`config.mk`:
```
export PLATFORM = sky130hd
export DESIGN_NAME = sdio_data_seq
export DESIGN_NICKNAME = d
export VERILOG_FILES = /design/src/rtl/sdseq_pkg.sv /design/src/rtl/sdseq_size_dec.sv /design/src/rtl/sdseq_len_cnt.sv /design/src/rtl/sdseq_blk_cnt.sv /design/src/rtl/sdio_data_seq.sv
export SDC_FILE = /design/constraint.sdc
export NUM_CORES = 1
export LEC_CHECK = 0
export BUFFER_PORTS_ARGS = -buffer_cell sky130_fd_sc_hd__buf_2
export CAP_MARGIN = 40
export CORE_MARGIN = 3
export CORE_UTILIZATION = 45
export DETAILED_ROUTE_END_ITERATION = 8
export PLACE_DENSITY = 0.73
export SLEW_MARGIN = 20
export SYNTH_ARGS = -nofsm -noshare
export SYNTH_HDL_FRONTEND = slang
export SYNTH_SLANG_ARGS = --single-unit
```
`constraint.sdc`:
```
create_clock -name clk -period 3.3 [get_ports clk]
set_clock_uncertainty 0.15 [all_clocks]
set_input_delay 0.33 -clock clk [delete_from_list [all_inputs] [get_ports clk]]
set_output_delay 0.33 -clock clk [all_outputs]
set_load 0.03 [all_outputs]
```
`src/rtl/sdseq_pkg.sv`:
```
package sdseq_pkg;
  typedef enum logic [2:0] {
    ST_IDLE   = 3'd0,
    ST_WSEND  = 3'd1,
    ST_WRECV  = 3'd2,
    ST_RDWAIT = 3'd3,
    ST_XFER   = 3'd4
  } seq_state_t;
endpackage

```
`src/rtl/sdseq_size_dec.sv`:
```
module sdseq_size_dec #(
  parameter int CODE_W = 4,
  localparam int SIZE_W = (2 ** CODE_W) - 1
) (
  input  logic [CODE_W-1:0] code,
  output logic [SIZE_W-1:0] size,
  output logic              valid
);
  // all-ones code is reserved, every other code is a power of two
  assign valid = (code != {CODE_W{1'b1}});
  assign size  = valid ? (SIZE_W'(1) << code) : '0;
endmodule

```
`src/rtl/sdseq_len_cnt.sv`:
```
module sdseq_len_cnt #(
  parameter int LEN_W = 25
) (
  input  logic             clk,
  input  logic             rst,
  input  logic             load,
  input  logic [LEN_W-1:0] load_val,
  input  logic             dec,
  output logic [LEN_W-1:0] cnt,
  output logic             last
);
  always_ff @(posedge clk) begin
    if (rst)       cnt <= '0;
    else if (load) cnt <= load_val;
    else if (dec)  cnt <= cnt - LEN_W'(1);
  end

  assign last = (cnt == LEN_W'(1));
endmodule

```
`src/rtl/sdseq_blk_cnt.sv`:
```
module sdseq_blk_cnt #(
  parameter int SIZE_W = 15
) (
  input  logic              clk,
  input  logic              rst,
  input  logic              clr,
  input  logic              inc,
  input  logic [SIZE_W-1:0] size,
  output logic              at_end
);
  logic [SIZE_W-1:0] pos;

  always_ff @(posedge clk) begin
    if (rst || clr) pos <= '0;
    else if (inc)   pos <= pos + SIZE_W'(1);
  end

  // true when the next byte completes the block
  assign at_end = ((pos + SIZE_W'(1)) == size);
endmodule

```
`src/rtl/sdio_data_seq.sv`:
```
module sdio_data_seq #(
  parameter int CODE_W = 4,
  parameter int LEN_W  = 25
) (
  input  logic              clk,
  input  logic              rst,
  input  logic [CODE_W-1:0] size_code,
  input  logic              dir_rd,
  input  logic              stream_mode,
  input  logic              dma_en,
  input  logic              rw_en,
  input  logic [LEN_W-1:0]  data_len,
  input  logic              start,
  input  logic              xfer_strobe,
  input  logic              clr_end,
  output logic [2:0]        state_o,
  output logic [LEN_W-1:0]  remaining,
  output logic              data_end,
  output logic              blk_end,
  output logic              dma_req
);
  import sdseq_pkg::*;

  localparam int SIZE_W = (2 ** CODE_W) - 1;

  seq_state_t        state, state_nx;
  logic              dir_q, mode_q, dma_q;
  logic [SIZE_W-1:0] size_q, size_dec;
  logic              size_ok, start_ok, len_zero;
  logic              active, accept, rem_last, blk_at_end, blk_hit, last_byte;

  sdseq_size_dec #(.CODE_W(CODE_W)) u_dec (
    .code  (size_code),
    .size  (size_dec),
    .valid (size_ok)
  );

  assign start_ok  = start && size_ok;
  assign len_zero  = (data_len == '0);
  assign active    = (state == ST_WSEND) || (state == ST_WRECV) || (state == ST_XFER);
  assign accept    = xfer_strobe && active && !start_ok;
  assign last_byte = accept && rem_last;
  assign blk_hit   = accept && !mode_q && blk_at_end;

  sdseq_len_cnt #(.LEN_W(LEN_W)) u_len (
    .clk      (clk),
    .rst      (rst),
    .load     (start_ok),
    .load_val (data_len),
    .dec      (accept),
    .cnt      (remaining),
    .last     (rem_last)
  );

  sdseq_blk_cnt #(.SIZE_W(SIZE_W)) u_blk (
    .clk    (clk),
    .rst    (rst),
    .clr    (start_ok || (accept && (blk_at_end || rem_last))),
    .inc    (accept),
    .size   (size_q),
    .at_end (blk_at_end)
  );

  always_comb begin
    state_nx = state;
    if (start_ok) begin
      if (len_zero)    state_nx = ST_IDLE;
      else if (rw_en)  state_nx = ST_RDWAIT;
      else if (dir_rd) state_nx = ST_WRECV;
      else             state_nx = ST_WSEND;
    end else begin
      unique case (state)
        ST_RDWAIT: if (!rw_en) state_nx = ST_WRECV;
        ST_WSEND, ST_WRECV, ST_XFER: begin
          if (accept) begin
            if (rem_last)     state_nx = ST_IDLE;
            else if (blk_hit) state_nx = dir_q ? ST_WRECV : ST_WSEND;
            else              state_nx = ST_XFER;
          end
        end
        default: state_nx = state;
      endcase
    end
  end

  always_ff @(posedge clk) begin
    if (rst) begin
      state    <= ST_IDLE;
      dir_q    <= 1'b0;
      mode_q   <= 1'b0;
      dma_q    <= 1'b0;
      size_q   <= '0;
      data_end <= 1'b0;
      blk_end  <= 1'b0;
    end else begin
      state   <= state_nx;
      blk_end <= blk_hit;
      if (start_ok) begin
        dir_q  <= dir_rd || rw_en;
        mode_q <= stream_mode;
        dma_q  <= dma_en;
        size_q <= size_dec;
      end
      if (start_ok)       data_end <= len_zero;
      else if (last_byte) data_end <= 1'b1;
      else if (clr_end)   data_end <= 1'b0;
    end
  end

  assign state_o = state;
  assign dma_req = dma_q && active;
endmodule

```
==> metrics <==
status=finished clean; final slew viol count=0; Die W=95.3 µm; final core utilization=0.573; Setup crit end kind=flop; crit path to=u_blk.pos[14]; internal power=1.45 mW; CP startpoint kind=flop; fin crit period=3.03 ns; vias in the first global route=3,260; Mapped Area=3590 µm²; DRC viols=0; Clock power frac=0.417; post-DP HPWL=7030 µm; drt pass-1 iters=4; FF+latch area=1260 µm²; core outline area=7490 µm²; Hold Vio Cnt, Final=0; fin crit share=0.919; Final ANT Viol Nets=0; RR Startpoint=u_blk.pos[0]; Max Root-Sink Buffers=2; critical path peak fanout=7; post-synth cell types=67; synth warn=0; most frequent cells in the layout=68 x buf_2, 63 x dfxtp_1, 56 x nor2_1, 32 x xnor2_1, 28 x nand2_1; initial antenna violation count=0; final setup vio count=0; multi-input logic area=2220 µm²; CTS tree=done; Crit. Startpoint=u_blk.pos[0]; Area Overhead vs Synth=19.5%; Power, Total=2.04 mW; I/O pin count=69; # port buffers=68; fmax=330 MHz; switch share=0.290; Initial Util=0.480; fill count=664; unrepaired setup endpoints after global routing=false; Combinational Power Share=0.169; Post-synth ARST share=0; P_leak=1.65 nW; Total Neg Setup Slack=0 ns; total grt overflow=0; # rows=31; H-tree depth=3; Hold WS=0.0839 ns; most common cell after layout, fill and taps aside=buf_2; Top FF cell, synth=dfxtp_1; Hold-fix buffers, CTS=0; DR vias=3,468; capture point of the worst reg-to-reg path=u_blk.pos[14]; kind of critical path=reg -> reg; syn_area_per_cell=8.37 µm²; Max-cap violations=0; post-synthesis register bit count=63; GPL Wtd Cong=0.900; largest net degree at the start of global routing=52; Reg2Reg Depth=8; Routed Wire Length=9490 µm; Sequential Power Share=0.414; fin nets=535; post-synthesis cell count=429; GRT Total Usage=0.219; ANT cells=0; DR iter-0 viols=205; share of post-route cells with drive strength above 1=0.218; Worst-Skew Late Latency=0.35 ns; Root Driver=clkbuf_8; CP required=3.38 ns; Worst-Margin Slew=0.618 ns; Psw=591 µW; Via density=5.80; reg2reg setup slack=0.27 ns; Post-synth EDFFs=0; cell area power density=475 nW/µm²; Clock transition at path regs=0.07 ns; Hold WC Path Type=in -> reg; Worst EP arrival=3.11 ns; first-pass GRT wire length=15,700 µm; register area share after synthesis=0.351; peak supply drop=332 µV; DR WL/cell=15.9 µm; Die Height=95.3 µm; slew margin rel.=0.583; syn nets=470; clock buffer count from CTS=9; Die ar.=9090 µm²; Clock Sinks=63
## per-layer routing
| layer | vias up | routed length (µm) | global-route usage |
|---|---|---|---|
| met4 | 0 | 147 | 0.0829 |
| met5 | - | 0 | 0 |
| li1 | 1718 | - | - |
| met3 | 18 | 603 | 0.0497 |
| met2 | 107 | 4260 | 0.332 |
| met1 | 1625 | 4480 | 0.301 |
## per-stage QoR
| step | area [µm²] | setup WS [ns] | cells |
|---|---|---|---|
| 6_report | 4290 | 0.266 | 598 |
| 5_1_grt | 4290 | 0.0317 | 598 |
| 4_1_cts | 4290 | 0.244 | 598 |
| 3_5_place_dp | 4040 | 0.263 | 582 |
| 3_3_place_gp | 4040 | 0.406 | 582 |
| 2_1_floorplan | 3590 | 0.492 | 429 |
## sequential cells by signal, summed over array words and instances, names as in the netlist
signal     count
u_blk.pos     15
mode_q         1
u_len.cnt     25
blk_end        1
dir_q          1
dma_q          1
data_end       1
size_q        15
state_o        3
## worst min-delay path by stage
stage | cells after the start | to | from
after floorplan | 2 | dma_q | dma_q
after global routing | 3 | dma_q | dma_en
final | 3 | dma_q | dma_en
after CTS | 3 | u_len.cnt[1] | data_len[1]
after detailed placement | 2 | dma_q | dma_q
after global placement | 2 | dma_q | dma_q
## kinds of logic after synthesis
kind of cell / after synthesis / synth area share
AO/OA/AOI/OAI: 94 / 0.200
XOR/XNOR: 48 / 0.117
buffers and inverters: 31 / 0.0334
multiplexers: 1 / 0.00313
AND/OR/NAND/NOR: 189 / 0.285
flip-flops: 63 / 0.351
adder cells (fa/ha/maj): 3 / 0.0105
## synth_stat cells (all sizes together) (3+ instances only)
master / number / area share
and4: 4 / 0.0098
or3: 4 / 0.0070
xnor2: 32 / 0.078
nor3: 27 / 0.039
nor2: 56 / 0.059
nand4: 6 / 0.012
or4: 7 / 0.016
nand3: 13 / 0.018
o211ai: 3 / 0.0063
a21o: 3 / 0.0063
a22o: 14 / 0.034
a2111oi: 3 / 0.0073
nor2b: 4 / 0.0070
a211oi: 25 / 0.054
a21oi: 10 / 0.015
o21ai: 9 / 0.013
xor2: 16 / 0.039
and3: 4 / 0.0070
clkbuf: 16 / 0.017
buf: 5 / 0.0063
dfxtp: 63 / 0.35
nand2b: 8 / 0.014
nand2: 29 / 0.031
ha: 3 / 0.010
inv: 10 / 0.010
nor4: 16 / 0.036
## power groups by stage
stage,Sequential (mW),Clock [mW],Combinational (mW)
5_1_grt,0.851,0.895,0.378
3_5_place_dp,0.860,0,0.343
6_report,0.844,0.851,0.345
3_3_place_gp,0.860,0,0.342
4_1_cts,0.844,0.865,0.346
2_1_floorplan,0.912,0,0.179
## repair_timing
action,in CTS,in global routing
setup buffers,0,0
resized for setup,0,1
setup endpoints to repair,0,3
## critical path, stage by stage, from the launching register on
cell      delay, ns
dfxtp_1        0.47
ha_2           0.31
nand4_1        0.22
or4_1          0.58
xnor2_1        0.17
o2111a_1       0.26
and4_1         0.32
nor3_2         0.10
a221o_1        0.33
## cell type report
class                      instances  area share
timing repair buffer              75      0.0915
inverter                          10     0.00874
sequential                        63       0.294
clock inverter                     6      0.0268
multi-input combinational        335       0.518
tap                               99      0.0289
clock buffer                      10      0.0321
No activity file was read; power rests on OpenSTA's default activity.
